$ cat config.mk
export PLATFORM = sky130hd
export DESIGN_NAME = coef_mult
export DESIGN_NICKNAME = d
export VERILOG_FILES = /design/src/rtl/coef_mult_pkg.sv /design/src/rtl/coef_store.sv /design/src/rtl/mult_core.sv /design/src/rtl/coef_mult.sv
export SDC_FILE = /design/constraint.sdc
export NUM_CORES = 1
export LEC_CHECK = 0
export BUFFER_PORTS_ARGS = -buffer_cell sky130_fd_sc_hd__buf_2
export CAP_MARGIN = 20
export CORE_MARGIN = 2
export CORE_UTILIZATION = 30
export CTS_BUF_LIST = sky130_fd_sc_hd__clkbuf_16
export DETAILED_ROUTE_END_ITERATION = 8
export HOLD_SLACK_MARGIN = 0.08
export PLACE_DENSITY = 0.44
export SYNTH_ARGS = -nofsm -noshare
export SYNTH_HDL_FRONTEND = slang
export SYNTH_HIERARCHICAL = 1
export SYNTH_SLANG_ARGS = --single-unit
$ cat constraint.sdc
create_clock -name clk -period 5.8 [get_ports clk]
set_clock_uncertainty 0.05 [all_clocks]
set_input_delay 0.29 -clock clk [delete_from_list [all_inputs] [get_ports clk]]
set_output_delay 0.29 -clock clk [all_outputs]
set_load 0.01 [all_outputs]
$ cat src/rtl/coef_mult_pkg.sv
package coef_mult_pkg;

    typedef enum logic {
        MODE_CONST = 1'b0,
        MODE_PAIR  = 1'b1
    } mult_mode_e;

endpackage

$ cat src/rtl/coef_store.sv
module coef_store #(
    parameter int          DEPTH     = 16,
    parameter int          COEF_W    = 16,
    parameter int unsigned INIT_BASE = 32'h1000,
    parameter int unsigned INIT_STEP = 32'h0F13,
    localparam int         IDX_W     = $clog2(DEPTH)
) (
    input  logic              clk,
    input  logic              rst_n,
    input  logic [IDX_W-1:0]  rd_idx,
    output logic [COEF_W-1:0] rd_coef,
    input  logic              wr_en,
    input  logic [IDX_W-1:0]  wr_addr,
    input  logic [COEF_W-1:0] wr_data,
    output logic [COEF_W-1:0] host_data
);

    typedef logic [DEPTH-1:0][COEF_W-1:0] table_t;

    typedef struct packed {
        table_t            tbl;
        logic [COEF_W-1:0] rdata;
    } store_t;

    function automatic table_t reset_image();
        table_t img;
        for (int i = 0; i < DEPTH; i++) begin
            img[i] = COEF_W'(INIT_BASE + INIT_STEP * i);
        end
        return img;
    endfunction

    localparam table_t RESET_TABLE = reset_image();

    store_t st_d, st_q;

    // The multiply path reads the table combinationally. A write only lands at the
    // edge, so a same-cycle read sees the old entry.
    always_comb begin
        st_d = st_q;
        if (int'(wr_addr) < DEPTH) begin
            st_d.rdata = st_q.tbl[wr_addr];
            if (wr_en) begin
                st_d.tbl[wr_addr] = wr_data;
            end
        end else begin
            st_d.rdata = '0;
        end
    end

    always_ff @(posedge clk or negedge rst_n) begin
        if (!rst_n) begin
            st_q.tbl   <= RESET_TABLE;
            st_q.rdata <= '0;
        end else begin
            st_q <= st_d;
        end
    end

    assign rd_coef   = (int'(rd_idx) < DEPTH) ? st_q.tbl[rd_idx] : '0;
    assign host_data = st_q.rdata;

endmodule

$ cat src/rtl/mult_core.sv
module mult_core
    import coef_mult_pkg::*;
#(
    parameter int  OP_W   = 8,
    parameter int  COEF_W = 16,
    localparam int PROD_W = OP_W + COEF_W,
    localparam int PAIR_W = 2 * OP_W
) (
    input  logic              clk,
    input  logic              rst_n,
    input  logic              op_valid,
    input  mult_mode_e        op_mode,
    input  logic [OP_W-1:0]   op_a,
    input  logic [OP_W-1:0]   op_b,
    input  logic [COEF_W-1:0] op_coef,
    output logic              res_valid,
    output logic [PROD_W-1:0] res_prod
);

    typedef struct packed {
        logic              valid;
        mult_mode_e        mode;
        logic [OP_W-1:0]   a;
        logic [COEF_W-1:0] wide;
    } stage1_t;

    typedef struct packed {
        logic              valid;
        logic [PROD_W-1:0] prod;
    } stage2_t;

    typedef struct packed {
        stage1_t s1;
        stage2_t s2;
    } pipe_t;

    pipe_t pp_d, pp_q;
    logic [PROD_W-1:0] raw_prod;

    // One shared multiplier. Pair mode zero-extends the second operand into the
    // coefficient-wide input.
    assign raw_prod = PROD_W'(pp_q.s1.a) * PROD_W'(pp_q.s1.wide);

    always_comb begin
        pp_d = pp_q;
        pp_d.s1.valid = op_valid;
        if (op_valid) begin
            pp_d.s1.mode = op_mode;
            pp_d.s1.a    = op_a;
            pp_d.s1.wide = (op_mode == MODE_PAIR) ? COEF_W'(op_b) : op_coef;
        end
        pp_d.s2.valid = pp_q.s1.valid;
        if (pp_q.s1.valid) begin
            if (pp_q.s1.mode == MODE_PAIR) begin
                pp_d.s2.prod = {{(PROD_W-PAIR_W){1'b0}}, raw_prod[PAIR_W-1:0]};
            end else begin
                pp_d.s2.prod = raw_prod;
            end
        end
    end

    always_ff @(posedge clk or negedge rst_n) begin
        if (!rst_n) begin
            pp_q <= '0;
        end else begin
            pp_q <= pp_d;
        end
    end

    assign res_valid = pp_q.s2.valid;
    assign res_prod  = pp_q.s2.prod;

endmodule

$ cat src/rtl/coef_mult.sv
module coef_mult
    import coef_mult_pkg::*;
#(
    parameter int          OP_W      = 8,
    parameter int          COEF_W    = 16,
    parameter int          DEPTH     = 16,
    parameter int unsigned INIT_BASE = 32'h1000,
    parameter int unsigned INIT_STEP = 32'h0F13,
    localparam int         IDX_W     = $clog2(DEPTH),
    localparam int         PROD_W    = OP_W + COEF_W
) (
    input  logic              clk,
    input  logic              rst_n,
    input  logic              in_valid,
    input  logic              in_mode,
    input  logic [IDX_W-1:0]  in_sel,
    input  logic [OP_W-1:0]   in_a,
    input  logic [OP_W-1:0]   in_b,
    input  logic              host_we,
    input  logic [IDX_W-1:0]  host_addr,
    input  logic [COEF_W-1:0] host_wdata,
    output logic [COEF_W-1:0] host_rdata,
    output logic              out_valid,
    output logic [PROD_W-1:0] out_prod
);

    logic [COEF_W-1:0] sel_coef;
    mult_mode_e        mode_e;

    assign mode_e = mult_mode_e'(in_mode);

    coef_store #(
        .DEPTH     (DEPTH),
        .COEF_W    (COEF_W),
        .INIT_BASE (INIT_BASE),
        .INIT_STEP (INIT_STEP)
    ) u_store (
        .clk       (clk),
        .rst_n     (rst_n),
        .rd_idx    (in_sel),
        .rd_coef   (sel_coef),
        .wr_en     (host_we),
        .wr_addr   (host_addr),
        .wr_data   (host_wdata),
        .host_data (host_rdata)
    );

    mult_core #(
        .OP_W   (OP_W),
        .COEF_W (COEF_W)
    ) u_core (
        .clk       (clk),
        .rst_n     (rst_n),
        .op_valid  (in_valid),
        .op_mode   (mode_e),
        .op_a      (in_a),
        .op_b      (in_b),
        .op_coef   (sel_coef),
        .res_valid (out_valid),
        .res_prod  (out_prod)
    );

endmodule

Word level (Yosys, flattened, before mapping)

Index checks and enable logic that the tools add are counted.

Bits in registers: 323
Bits of input ports: 45
Output and inout port bits: 41
Logic and storage cells: 37

$mul: 1
Magnitude comparators: 3
Multiplexer cells: 9
Reductions and logical operators: 1

Operator list:

| operator           | count |
|---|---|
| $bwmux 256         | 1 |
| $bmux 16 s4        | 2 |
| $demux 16 s4       | 1 |
| $mux 16            | 4 |
| $mul 8x16->24      | 1 |
| $mux 24            | 1 |
| $lt 4x5->1 const B | 2 |
| $ge 4x1->1 const B | 1 |
| $logic_and 1x1->1  | 1 |

Longest topological paths before layout

Depth in word-level cells: 5
Depth in mapped cells: 18
Depth with buffers taken out: 16

Modules after synthesis

The synthesis kept the hierarchy.

By module, submodules not included:

| module     | instances | cells an instance | area an instance (um2) | sequential area each (um2) |
|---|---|---|---|---|
| coef_store | 1         | 882               | 14127.3                | 6965.4 |
| mult_core  | 1         | 679               | 6327.3                 | 1276.2 |

Least setup slack after synthesis

OpenSTA, ideal clock, no wires.

Path kind: register to register
Start point: reg u_core/pp_q[43] (netlist bit)
End point: reg u_core.pp_q, in the netlist u_core/res_prod[20]
Arrival time: 4.710 ns
Slack: 0.914 ns
Cell stages (with the launch flop): 17
Period minus slack after synthesis: 4.886 ns
Cells stage by stage: dfrtp_1 clkbuf_1 nand2_1 fa_1 fa_1 inv_1 fa_1 inv_1 fa_1 inv_1 ha_1 and2_0 o2111a_1 or2_0 or4_4 a31o_1 a221o_1

Word-level cells in the longest chain between the ends: 2

Ends and longest elaborated chain:

| what                   | RTL line        | text |
|---|---|---|
| from (decl)            | mult_core.sv:37 | `pipe_t pp_d, pp_q;` |
| from (signal assigned) | mult_core.sv:66 | `pp_q <= pp_d;` |
| $mul 8x16->24          | mult_core.sv:42 | `assign raw_prod = PROD_W'(pp_q.s1.a) * PROD_W'(pp_q.s1.wide);` |
| $mux 24                | mult_core.sv:54 | `if (pp_q.s1.mode == MODE_PAIR) begin` |

No other way between the ends.
A chain may end at the register's enable or synchronous reset.

Final worst setup path

Same ends and word-level chain as after synthesis.

==> metrics.md <==
| Metric | Value |
|---|---|
| Status | completed |
| Die ar. | 70300 sq um |
| Cts repair resizes | 0 |
| Min-delay src | host_wdata[11] |
| RSZ-0062 raised after global routing | no |
| Max H-tree Level | 2 |
| Setup Buffers After CTS | 0 |
| Count leader, synth | mux2_2 |
| Via/cell ratio | 5.07 |
| Max-slew violation count | 0 |
| Final Cycle Share | 88.8% |
| Final WS setup | 0.648 ns |
| Floorplan die width | 265 um |
| Post-synth top area share | 24.0% |
| CP max-delay cell | dfrtp_1 |
| # fillers | 6631 |
| Worst vdd ir | 0.000252 V |
| Number of library cell types mapped by synthesis | 67 |
| Setup TNS | 0 ns |
| Wirelength, routed | 58700 um |
| # rows | 95 |
| Clk pin slew, worst setup/hold paths | 0.06 ns |
| FF+latch count, synth | 323 |
| Hold Crit Depth | 2 |
| Commonest cells in the netlist | mux2_2, dfrtp_1, mux4_2 |
| Critical path class | flop to flop |
| Power Total | 9.74 mW |
| First DRT Iteration DRCs | 822 |
| Reg2Reg Setup Slack | 0.65 ns |
| Height of the chip | 265 um |
| Max-slew headroom | 29.0% |
| Avg Inst Size Synth | 13.1 sq um |
| Post-synth EDFFs | 0 |
| Port bufs | 85 |
| Achievable Freq | 194 MHz |
| Routability cong. | 0.813 |
| Synthesis-to-layout area growth | 13.0% |
| Final setup vio count | 0 |
| Most used cell, CP | fa_1 |
| Startpoint Class | flop |
| WP data required | 6.22 ns |
| Reg-to-reg endpoint | u_core/res_prod[20] |
| Io pins | 86 |
| Ys flop type | dfrtp_1 |
| Pin count of the biggest net entering global routing | 177 |
| DPL Wire Length | 36700 um |
| Nets | 1762 |
| Routed wire per std cell | 23.5 um |
| Slew at the pin closest to its max-slew limit | 1.07 ns |
| Number of synthesis warnings | 6 |
| Share of async-settable or async-resettable flops after synthesis | 100% |
| Minimum clock period | 5.15 ns |
| Via count | 12640 |
| Hold buffers post-CTS | 17 |
| Final ANT Viol Nets | 0 |
| Layout cells sized above 1 | 45.2% |
| Seq/Total Area, Yosys | 40.3% |
| TritonCTS clock tree | done |
| Vias in the first global route | 13785 |
| Clk buf depth | 3 |
| PwrDens | 421 nW/um^2 |
| Placed cell count | 2402 |
| Hold Vio Cnt, Final | 0 |
| Yosys top cell by area | dfrtp_1 |
| Worst Path Arrival | 5.57 ns |
| DP Area | 21500 sq um |
| CP max FO | 17 |
| Final core occ | 34.4% |
| CTS Buf Count | 41 |
| Critical path cell sequence | nand2_1 -> fa_1 -> fa_1 -> inv_1 -> fa_1 -> inv_1 -> fa_1 -> inv_1 -> ha_1 -> and2_0 -> o2111a_1 -> or2_0 -> or4_4 -> a31o_1 -> a221o_1 |
| Hold crit path type | primary input to flop |
| Cell Area, Synth | 20500 sq um |
| Mapped Cells | 1561 |
| Initial antenna violation count | 6 |
| Hold Path End | u_store/st_q[59] |
| Clock sinks | 323 |
| Clk root buf | clkbuf_16 |
| Hold Slack | 0.130 ns |
| Initial Util | 30.4% |
| LEAKAGE | 9.75 nW |
| CP peak stage delay | 0.64 ns |
| Syn_nets | 1734 |
| Core ar. | 67300 sq um |
| Critical Path End Type | flop |
| Clock Latency Late Sink | 0.59 ns |
| MaxCap Viol Count | 0 |
| GRT Total Usage | 17.1% |
| First-pass GRT wire length | 90300 um |
| Largest cells by area after synthesis | dfrtp_1, dfstp_2, mux2_2 |
| Worst reg2reg path depth | 15 |
| Ant. Diodes | 0 |
| DRC | 0 |
| Pre-CTS setup slack | 0.639 ns |
| DRT Pass-1 Iters | 4 |
| Final instance area | 23100 sq um |
| R2r startpoint | u_core/pp_q[43] |
| Final std cells w/o fill | 2495 |
| Global route total overflow | 0 |
==> worst max-delay path by stage <==
stage / start / end / slack (ns) / cells after the start
3_5_place_dp: u_core/pp_q[43] / u_core/res_prod[20] / 0.64 / 15
5_1_grt: u_core/pp_q[44] / u_core/res_prod[22] / 0.32 / 14
3_3_place_gp: u_core/pp_q[43] / u_core/res_prod[20] / 0.65 / 15
2_1_floorplan: u_core/pp_q[43] / u_core/res_prod[20] / 0.91 / 16
6_report: u_core/pp_q[43] / u_core/res_prod[20] / 0.65 / 15
4_1_cts: u_core/pp_q[43] / u_core/res_prod[20] / 0.63 / 15
==> registers in the layout (all words and copies together) (netlist names) <==
register           flops
u_core/pp_d            1
u_core/pp_q           25
u_core/res_prod       24
u_core/res_valid       1
u_store/host_data     16
u_store/st_q         256
==> per-layer routing <==
metal  track usage (%)  up-vias  part of all wire [%]  wire, um
met1              22.8     6682                    45     26400
met3              3.06       83                   4.4      2600
met5                 0        -                 0.099        58
met2              28.7      249                    48     28400
met4              4.47       10                   2.1      1260
li1                  -     5616                     -         -
==> power breakdown <==
| group | total, mW | switching [mW] | internal [mW] |
|---|---|---|---|
| clock network | 2.79 | 1.08 | 1.71 |
| registers | 3.35 | 0.398 | 2.95 |
| logic | 3.60 | 1.81 | 1.79 |
==> kinds of logic (layout without fill, tap and decap cells) <==
family / Yosys count / after routing / synth area share [%]
fa+ha+maj: 128 / 128 / 10.9
mux: 411 / 411 / 29.6
flops: 323 / 323 / 40.3
compound gates: 158 / 158 / 5.41
simple gates: 274 / 274 / 7.29
buf+inv: 258 / 319 / 6.07
xor+xnor: 9 / 9 / 0.385
==> final cells by class <==
cell class	instances	area, sq um	share of cell area, %
Timing Repair Buffer	129	828	3.58
Sequential cell	323	8240	35.6
Inverter	114	428	1.85
Clock inverter	35	443	1.92
Multi-Input combinational cell	980	11100	47.8
Tap cell	873	1090	4.72
Clock buffer	41	1030	4.44
==> cell usage in the layout, fill, tap and decap left out, types with 4 or more instances in the layout <==
cell / n
mux2_2: 273
dfrtp_1: 196
mux4_2: 128
dfstp_2: 127
inv_1: 122
and2_1: 95
nand2_1: 85
fa_1: 84
buf_2: 81
a22oi_1: 64
ha_1: 44
clkbuf_16: 41
buf_4: 29
a21oi_1: 27
nor2_1: 23
o21ai_0: 21
dlygate4sd3_1: 17
nand3b_1: 11
bufinv_16: 9
nand3_1: 9
or3_1: 9
mux2i_1: 9
clkinv_2: 8
xnor2_1: 7
nor2_4: 7
o21bai_1: 6
nor3_4: 6
clkinv_1: 5
a21o_1: 5
nand2b_1: 5
a211oi_1: 4
==> critical path: cells and delay by family, from the launching register on <==
family	cells	cell delay, ns
fa+ha+maj	5	2.38
flops	1	0.64
compound gates	3	0.76
buf+inv	3	0.14
simple gates	4	1.09
Power figures use the tool's default switching activity.
